[src/rtl/mad_pkg.sv]
package mad_pkg;
  localparam int AXES = 3;

  // one function's slice of the configuration byte
  typedef struct packed {
    logic            ac;
    logic [AXES-1:0] en;  // [2]=X [1]=Y [0]=Z
  } fn_cfg_t;

  localparam int CFG_W = 2 * (AXES + 1);
endpackage

[src/rtl/mad_axis_mag.sv]
module mad_axis_mag #(
  parameter int DATA_W = 12
) (
  input  logic signed [DATA_W-1:0] sample_i,
  input  logic signed [DATA_W-1:0] ref_i,
  input  logic                     use_ref_i,
  output logic        [DATA_W:0]   mag_o
);
  localparam int MAG_W = DATA_W + 1;

  logic signed [MAG_W-1:0] diff;

  always_comb begin
    if (use_ref_i) diff = MAG_W'(sample_i) - MAG_W'(ref_i);
    else           diff = MAG_W'(sample_i);
    if (diff[MAG_W-1]) mag_o = MAG_W'(-diff);
    else               mag_o = MAG_W'(diff);
  end
endmodule

[src/rtl/mad_ref_bank.sv]
module mad_ref_bank
  import mad_pkg::*;
#(
  parameter int DATA_W = 12
) (
  input  logic                             clk_i,
  input  logic                             rst_ni,
  input  logic                             smp_valid_i,
  input  fn_cfg_t                          cfg_i,
  input  logic [AXES-1:0][DATA_W-1:0]      smp_i,
  output logic [AXES-1:0][DATA_W-1:0]      ref_o
);
  logic live;
  logic cap_en;
  logic ref_ok_q, ref_ok_d;

  always_comb begin
    live     = cfg_i.ac && (|cfg_i.en);
    cap_en   = live && smp_valid_i && !ref_ok_q;
    ref_ok_d = live ? (ref_ok_q | smp_valid_i) : 1'b0;
  end

  always_ff @(posedge clk_i or negedge rst_ni) begin
    if (!rst_ni) ref_ok_q <= 1'b0;
    else         ref_ok_q <= ref_ok_d;
  end

  for (genvar g = 0; g < AXES; g++) begin : g_ref
    logic [DATA_W-1:0] ref_q, ref_d;

    always_comb ref_d = cap_en ? smp_i[g] : ref_q;

    always_ff @(posedge clk_i or negedge rst_ni) begin
      if (!rst_ni) ref_q <= '0;
      else         ref_q <= ref_d;
    end

    // before capture the sample is its own reference, giving magnitude 0
    assign ref_o[g] = ref_ok_q ? ref_q : smp_i[g];
  end

  // a capture strobe leaves the reference marked as held
  assert_ref_taken_R6: assert property (@(posedge clk_i) disable iff (!rst_ni)
    (cap_en) |=> ref_ok_q);
endmodule

[src/rtl/mad_quiet_timer.sv]
module mad_quiet_timer #(
  parameter int TIME_W = 8
) (
  input  logic              clk_i,
  input  logic              rst_ni,
  input  logic              smp_valid_i,
  input  logic              fn_on_i,
  input  logic              quiet_smp_i,
  input  logic              sec_tick_i,
  input  logic              act_fire_i,
  input  logic [TIME_W-1:0] hold_secs_i,
  output logic              fire_o
);
  localparam logic [TIME_W-1:0] CNT_MAX = '1;

  logic [TIME_W-1:0] cnt_q, cnt_d;
  logic              calm_q, calm_d;
  logic              armed_q, armed_d;

  always_comb begin
    fire_o = smp_valid_i && fn_on_i && quiet_smp_i && armed_q &&
             (cnt_q >= hold_secs_i);
    calm_d = calm_q;
    cnt_d  = cnt_q;
    if (!fn_on_i) begin
      calm_d = 1'b0;
      cnt_d  = '0;
    end else if (smp_valid_i && !quiet_smp_i) begin
      calm_d = 1'b0;
      cnt_d  = '0;
    end else begin
      if (smp_valid_i) calm_d = 1'b1;
      if (sec_tick_i && calm_q && (cnt_q != CNT_MAX)) cnt_d = cnt_q + 1'b1;
    end
    if (act_fire_i) cnt_d = '0;
    if (act_fire_i)  armed_d = 1'b1;
    else if (fire_o) armed_d = 1'b0;
    else             armed_d = armed_q;
  end

  always_ff @(posedge clk_i or negedge rst_ni) begin
    if (!rst_ni) begin
      cnt_q   <= '0;
      calm_q  <= 1'b0;
      armed_q <= 1'b1;
    end else begin
      cnt_q   <= cnt_d;
      calm_q  <= calm_d;
      armed_q <= armed_d;
    end
  end

  assert_loud_clears_R7: assert property (@(posedge clk_i) disable iff (!rst_ni)
    (smp_valid_i && fn_on_i && !quiet_smp_i) |=> (cnt_q == '0 && !calm_q));

  assert_count_by_tick_R8: assert property (@(posedge clk_i) disable iff (!rst_ni)
    (!sec_tick_i) |=> (cnt_q == '0 || cnt_q == $past(cnt_q)));

  assert_disarm_after_fire_R10: assert property (@(posedge clk_i) disable iff (!rst_ni)
    (fire_o && !act_fire_i) |=> !armed_q);
endmodule

[src/rtl/mad_motion_detect.sv]
module mad_motion_detect
  import mad_pkg::*;
#(
  parameter int DATA_W    = 12,
  parameter int THR_W     = 8,
  parameter int THR_SHIFT = 4,
  parameter int TIME_W    = 8
) (
  input  logic                     clk_i,
  input  logic                     rst_ni,
  input  logic                     smp_valid_i,
  input  logic signed [DATA_W-1:0] smp_x_i,
  input  logic signed [DATA_W-1:0] smp_y_i,
  input  logic signed [DATA_W-1:0] smp_z_i,
  input  logic [CFG_W-1:0]         motion_cfg_i,
  input  logic [THR_W-1:0]         act_thr_i,
  input  logic [THR_W-1:0]         quiet_thr_i,
  input  logic [TIME_W-1:0]        quiet_secs_i,
  input  logic                     sec_tick_i,
  output logic                     act_evt_o,
  output logic                     quiet_evt_o,
  output logic [AXES-1:0]          act_src_o
);
  localparam int CMP_W = ((DATA_W + 1) > (THR_W + THR_SHIFT)) ?
                         (DATA_W + 1) : (THR_W + THR_SHIFT);

  // reset: asserted asynchronously, released on the clock
  logic [1:0] rst_pipe;
  logic       rst_s;

  always_ff @(posedge clk_i or negedge rst_ni) begin
    if (!rst_ni) rst_pipe <= '0;
    else         rst_pipe <= {rst_pipe[0], 1'b1};
  end
  assign rst_s = rst_pipe[1];

  fn_cfg_t act_cfg, qt_cfg;
  assign act_cfg = motion_cfg_i[CFG_W-1 -: AXES+1];
  assign qt_cfg  = motion_cfg_i[AXES:0];

  logic [AXES-1:0][DATA_W-1:0] smp_all, act_ref, qt_ref;
  assign smp_all = {smp_x_i, smp_y_i, smp_z_i};

  mad_ref_bank #(.DATA_W(DATA_W)) u_act_ref (
    .clk_i(clk_i), .rst_ni(rst_s), .smp_valid_i(smp_valid_i),
    .cfg_i(act_cfg), .smp_i(smp_all), .ref_o(act_ref)
  );

  mad_ref_bank #(.DATA_W(DATA_W)) u_qt_ref (
    .clk_i(clk_i), .rst_ni(rst_s), .smp_valid_i(smp_valid_i),
    .cfg_i(qt_cfg), .smp_i(smp_all), .ref_o(qt_ref)
  );

  logic [CMP_W-1:0] act_lim, qt_lim;
  assign act_lim = CMP_W'(act_thr_i) << THR_SHIFT;
  assign qt_lim  = CMP_W'(quiet_thr_i) << THR_SHIFT;

  logic [AXES-1:0] act_hit, qt_loud;

  for (genvar g = 0; g < AXES; g++) begin : g_axis
    logic [DATA_W:0] a_mag, q_mag;

    mad_axis_mag #(.DATA_W(DATA_W)) u_act_mag (
      .sample_i(smp_all[g]), .ref_i(act_ref[g]),
      .use_ref_i(act_cfg.ac), .mag_o(a_mag)
    );

    mad_axis_mag #(.DATA_W(DATA_W)) u_qt_mag (
      .sample_i(smp_all[g]), .ref_i(qt_ref[g]),
      .use_ref_i(qt_cfg.ac), .mag_o(q_mag)
    );

    assign act_hit[g] = act_cfg.en[g] && (CMP_W'(a_mag) > act_lim);
    assign qt_loud[g] = qt_cfg.en[g] && (CMP_W'(q_mag) >= qt_lim);
  end

  logic act_fire, qt_fire, qt_smp_quiet, qt_on;

  assign act_fire     = smp_valid_i && (|act_hit);
  assign qt_on        = |qt_cfg.en;
  assign qt_smp_quiet = !(|qt_loud);

  mad_quiet_timer #(.TIME_W(TIME_W)) u_timer (
    .clk_i(clk_i), .rst_ni(rst_s), .smp_valid_i(smp_valid_i),
    .fn_on_i(qt_on), .quiet_smp_i(qt_smp_quiet), .sec_tick_i(sec_tick_i),
    .act_fire_i(act_fire), .hold_secs_i(quiet_secs_i), .fire_o(qt_fire)
  );

  logic            act_evt_d, quiet_evt_d;
  logic [AXES-1:0] act_src_d;

  always_comb begin
    act_evt_d   = act_fire;
    quiet_evt_d = qt_fire;
    act_src_d   = act_fire ? act_hit : act_src_o;
  end

  always_ff @(posedge clk_i or negedge rst_s) begin
    if (!rst_s) begin
      act_evt_o   <= 1'b0;
      quiet_evt_o <= 1'b0;
      act_src_o   <= '0;
    end else begin
      act_evt_o   <= act_evt_d;
      quiet_evt_o <= quiet_evt_d;
      act_src_o   <= act_src_d;
    end
  end

  logic [AXES-1:0] act_en_w;
  assign act_en_w = act_cfg.en;

  assert_act_after_strobe_R12: assert property (@(posedge clk_i) disable iff (!rst_s)
    act_evt_o |-> $past(smp_valid_i));

  assert_quiet_after_strobe_R12: assert property (@(posedge clk_i) disable iff (!rst_s)
    quiet_evt_o |-> $past(smp_valid_i));

  assert_src_from_enabled_R3: assert property (@(posedge clk_i) disable iff (!rst_s)
    act_evt_o |-> ((act_src_o != '0) && ((act_src_o & ~$past(act_en_w)) == '0)));

  assert_no_axes_no_act_R11: assert property (@(posedge clk_i) disable iff (!rst_s)
    ($past(act_en_w) == '0) |-> !act_evt_o);
endmodule

[config.mk]
export PLATFORM = sky130hd
export DESIGN_NAME = mad_motion_detect
export DESIGN_NICKNAME = d
export VERILOG_FILES = /design/src/rtl/mad_pkg.sv /design/src/rtl/mad_axis_mag.sv /design/src/rtl/mad_ref_bank.sv /design/src/rtl/mad_quiet_timer.sv /design/src/rtl/mad_motion_detect.sv
export SDC_FILE = /design/constraint.sdc
export NUM_CORES = 1
export LEC_CHECK = 0
export BUFFER_PORTS_ARGS = -buffer_cell sky130_fd_sc_hd__buf_4
export CORE_MARGIN = 10
export CORE_UTILIZATION = 37
export CTS_CLUSTER_SIZE = 8
export DETAILED_ROUTE_END_ITERATION = 12
export HOLD_SLACK_MARGIN = 0.12
export PLACE_DENSITY_LB_ADDON = 0.25
export SYNTH_ARGS = -nofsm -noshare
export SYNTH_HDL_FRONTEND = slang
export SYNTH_SLANG_ARGS = --single-unit
[constraint.sdc]
create_clock -name clk_i -period 4.6 [get_ports clk_i]
set_input_delay 0.46 -clock clk_i [delete_from_list [all_inputs] [get_ports clk_i]]
set_output_delay 0.46 -clock clk_i [all_outputs]
set_load 0.05 [all_outputs]
==> impl_metrics.tcl <==
set metrics [dict create \
    status "finished with violations" \
    failed_checks "negative setup slack" \
    die-height_um 196 \
    fillCellCount 2899 \
    syn_avg_cell_area_um2 8.64 \
    grt_pass1_vias 11575 \
    ys_top_cells_by_area "dfrtp_1, ha_1, mux2i_1" \
    remaining_drc_errors 0 \
    worst_pin_slew_ns 0.860 \
    crit_path_max_fanout 9 \
    p_leak_uw 0.00727 \
    fin_cells 2120 \
    finalCritPeriodShare_pct 114 \
    hp-class "reg2reg" \
    ys.warnings.count 0 \
    ys_seq_area_share_pct 20.0 \
    rsz0062_at_grt "yes" \
    drive_gt1_share_pct 35.4 \
    synth.cell_area_um2 11400 \
    cp-start-kind "register" \
    cts_tree "yes" \
    p_seq_share_pct 21.8 \
    layout_common_cells "buf_4, ha_1, mux2i_1" \
    drtIter0Drc 475 \
    finalHoldViolCount 0 \
    async_flop_share_pct 100 \
    die_area_um2 38300 \
    cts_made_buffers 9 \
    synth_top_cell_by_area "dfrtp_1" \
    switching_share_pct 39.7 \
    report.power.total_uw 4870 \
    clk_path_buf_depth 2 \
    layout_setup_ws_ns -0.657 \
    power.density_nw_per_um2 311 \
    diodes 0 \
    ant_nets 0 \
    cts_sinks 91 \
    port_buffers 76 \
    first_pass_iters 5 \
    ir_drop_mv 0.175 \
    intPower_uw 2940 \
    fmax_mhz 190 \
    combPwrFrac_pct 63.3 \
    overflow 0 \
    cts.clk_slew.worst_paths_ns 0.08 \
    hold_depth 0 \
    synth-seq-cells 91 \
    grt_max_degree 65 \
    synthFlopType "dfrtp_1" \
    synth_top_area_share_pct 19.7 \
    path_class "reg2reg" \
    cp-end-kind "register" \
    max_cap_viol_count 0 \
    wl_per_cell_um 15.8 \
    num_vias 11297 \
    antenna_found_initial 0 \
    htree_levels 3 \
    final_nets 1932 \
    syn_nets 1534 \
    hpwl_um 27800 \
    die_w_um 196 \
    grt_pass1_wl_um 55700 \
    clock_skew_ns 0.0122 \
    area_delta_synth_final_pct 37.2 \
    track_usage_pct 17.2 \
    power_frac_clock_pct 14.9 \
    start_util_pct 37.4 \
    clk_latency_ns 0.36 \
    syn-instance-count 1321 \
    rows 64 \
    rr_worst_depth 20 \
    switchingPower_uw 1930 \
    mostFrequentLayoutCell "buf_4" \
    root_buffer "clkbuf_16" \
    routed_wirelength_um 33600 \
    io_pins 77 \
    gp_congestion 0.882 \
    finalCriticalPeriod_ns 5.26 \
    ys_types 85 \
    setup_viol 15 \
    timing.final.max_slew_violations 0 \
    synth_edf_count 0 \
    dp.cells 2090 \
    critPathRequiredTime_ns 4.84 \
    core_um2 30500 \
    slew_headroom_pct 42.7 \
    routed_via_density 5.33 \
    place_ws_ns -0.693 \
    arrival_ns 5.50 \
]
## layer usage
layer,wire length (um),GRT usage (%),vias up
met1,15100,20.8,5404
met3,876,2.16,29
li1,-,-,5725
met4,406,3.48,0
met2,17200,31.7,139
met5,0,0,-
## power groups by stage
stage | Combinational (uW) | Sequential [uW] | Clock [uW]
after floorplan | 1790 | 1090 | 0
after detailed placement | 2950 | 1080 | 0
after global routing | 3420 | 1080 | 774
after global placement | 2890 | 1070 | 0
final | 3080 | 1060 | 728
after CTS | 3040 | 1060 | 748
## timing repair
| action | CTS | global route |
|---|---|---|
| setup endpoints to repair | 15 | 15 |
| endpoints found under the hold margin | 2 | 0 |
| pin swaps | 10 | 15 |
| setup buffers | 7 | 6 |
| hold buffers | 1 | 0 |
| resized for setup | 26 | 36 |
## registers in the layout, indices dropped and copies added (netlist names)
signal                 flops
u_act_ref.g_ref.ref_q     36
rst_pipe                   2
act_src_o                  3
u_qt_ref.g_ref.ref_q      36
quiet_evt_o                1
u_timer.armed_q            1
u_timer.calm_q             1
act_evt_o                  1
u_qt_ref.ref_ok_q          1
u_act_ref.ref_ok_q         1
u_timer.cnt_q              8
## layout make-up
type	instances	area (um^2)	share of cell area, %
Sequential cell	91	2280	14.6
Multi-Input combinational cell	1117	9030	57.7
Clock buffer	10	229	1.46
Tap cell	396	495	3.16
Clock inverter	6	48.8	0.312
Timing Repair Buffer	428	3290	21.0
Inverter	72	270	1.73
## Yosys cell counts, drive strengths merged (8+ instances only)
master  count
mux2i      96
o21bai      8
o211ai     16
clkbuf     15
nand2      75
nor2       96
a21o       16
nor2b      26
a31oi      22
o22ai       8
and3       11
xor2       39
inv        71
or3        17
nand3      24
nor3       25
ha        135
nand4      20
a211o       8
a211oi     17
a21oi      82
mux2       76
o21ai      64
o21a       21
dfrtp      90
nand2b     16
o31ai      14
xnor2      59
buf        26
## per-stage QoR
step | TNS (ns) | util, % | area (um^2) | hold WS (ns)
floorplan | -3.26 | - | 11600 | 0.164
global placement | -6.70 | 49.2 | 15000 | 0.244
detailed placement | -8.61 | 49.2 | 15000 | 0.244
CTS | -7.73 | 50.7 | 15500 | 0.359
global route | -11.86 | 51.3 | 15700 | 0.361
finish | -8.11 | 51.3 | 15700 | 0.354
## worst paths after layout
check / from / endpoint / slack, ns
setup / recovery: u_act_ref.ref_ok_q$_DFF_PN0_ / act_src_o[2]$_DFFE_PN0N_ / -0.66
hold / removal: rst_pipe[0]$_DFF_PN0_ / rst_pipe[1]$_DFF_PN0_ / 0.35
setup reg to reg: u_act_ref.ref_ok_q$_DFF_PN0_ / act_src_o[2]$_DFFE_PN0N_ / -0.66
hold reg to reg: rst_pipe[0]$_DFF_PN0_ / rst_pipe[1]$_DFF_PN0_ / 0.35
max in group asynchronous: rst_pipe[1]$_DFF_PN0_ / u_act_ref.ref_ok_q$_DFF_PN0_ / 3.22
min in group asynchronous: rst_ni / rst_pipe[1]$_DFF_PN0_ / 0.41
## cell families (layout without fill, tap and decap cells)
kind of cell | Yosys count | count (layout) | synth area share [%]
AND/OR/NAND/NOR | 359 | 359 | 16.0
AO/OA/AOI/OAI | 346 | 346 | 20.8
multiplexers | 172 | 172 | 15.9
adder cells (fa/ha/maj) | 141 | 141 | 15.9
buffers and inverters | 113 | 516 | 3.85
XOR/XNOR | 98 | 98 | 7.52
flip-flops | 91 | 91 | 20.0
other | 1 | 1 | 0.0329
## critical path, cell delays in order, from the launching register on
cell      delay (ns)
dfrtp_2         0.43
buf_12          0.15
mux2i_4         0.19
ha_1            0.27
nor2b_4         0.13
o31a_1          0.26
o21a_1          0.21
or3_1           0.35
a31o_2          0.26
or4_4           0.49
nor2_2          0.09
nor2_1          0.05
xnor2_1         0.15
ha_1            0.30
nand4_1         0.12
nor3_2          0.13
or4bb_1         0.42
o211ai_1        0.29
o41ai_4         0.18
o31ai_2         0.29
mux2_2          0.36
(Power assumes the default switching activity.)
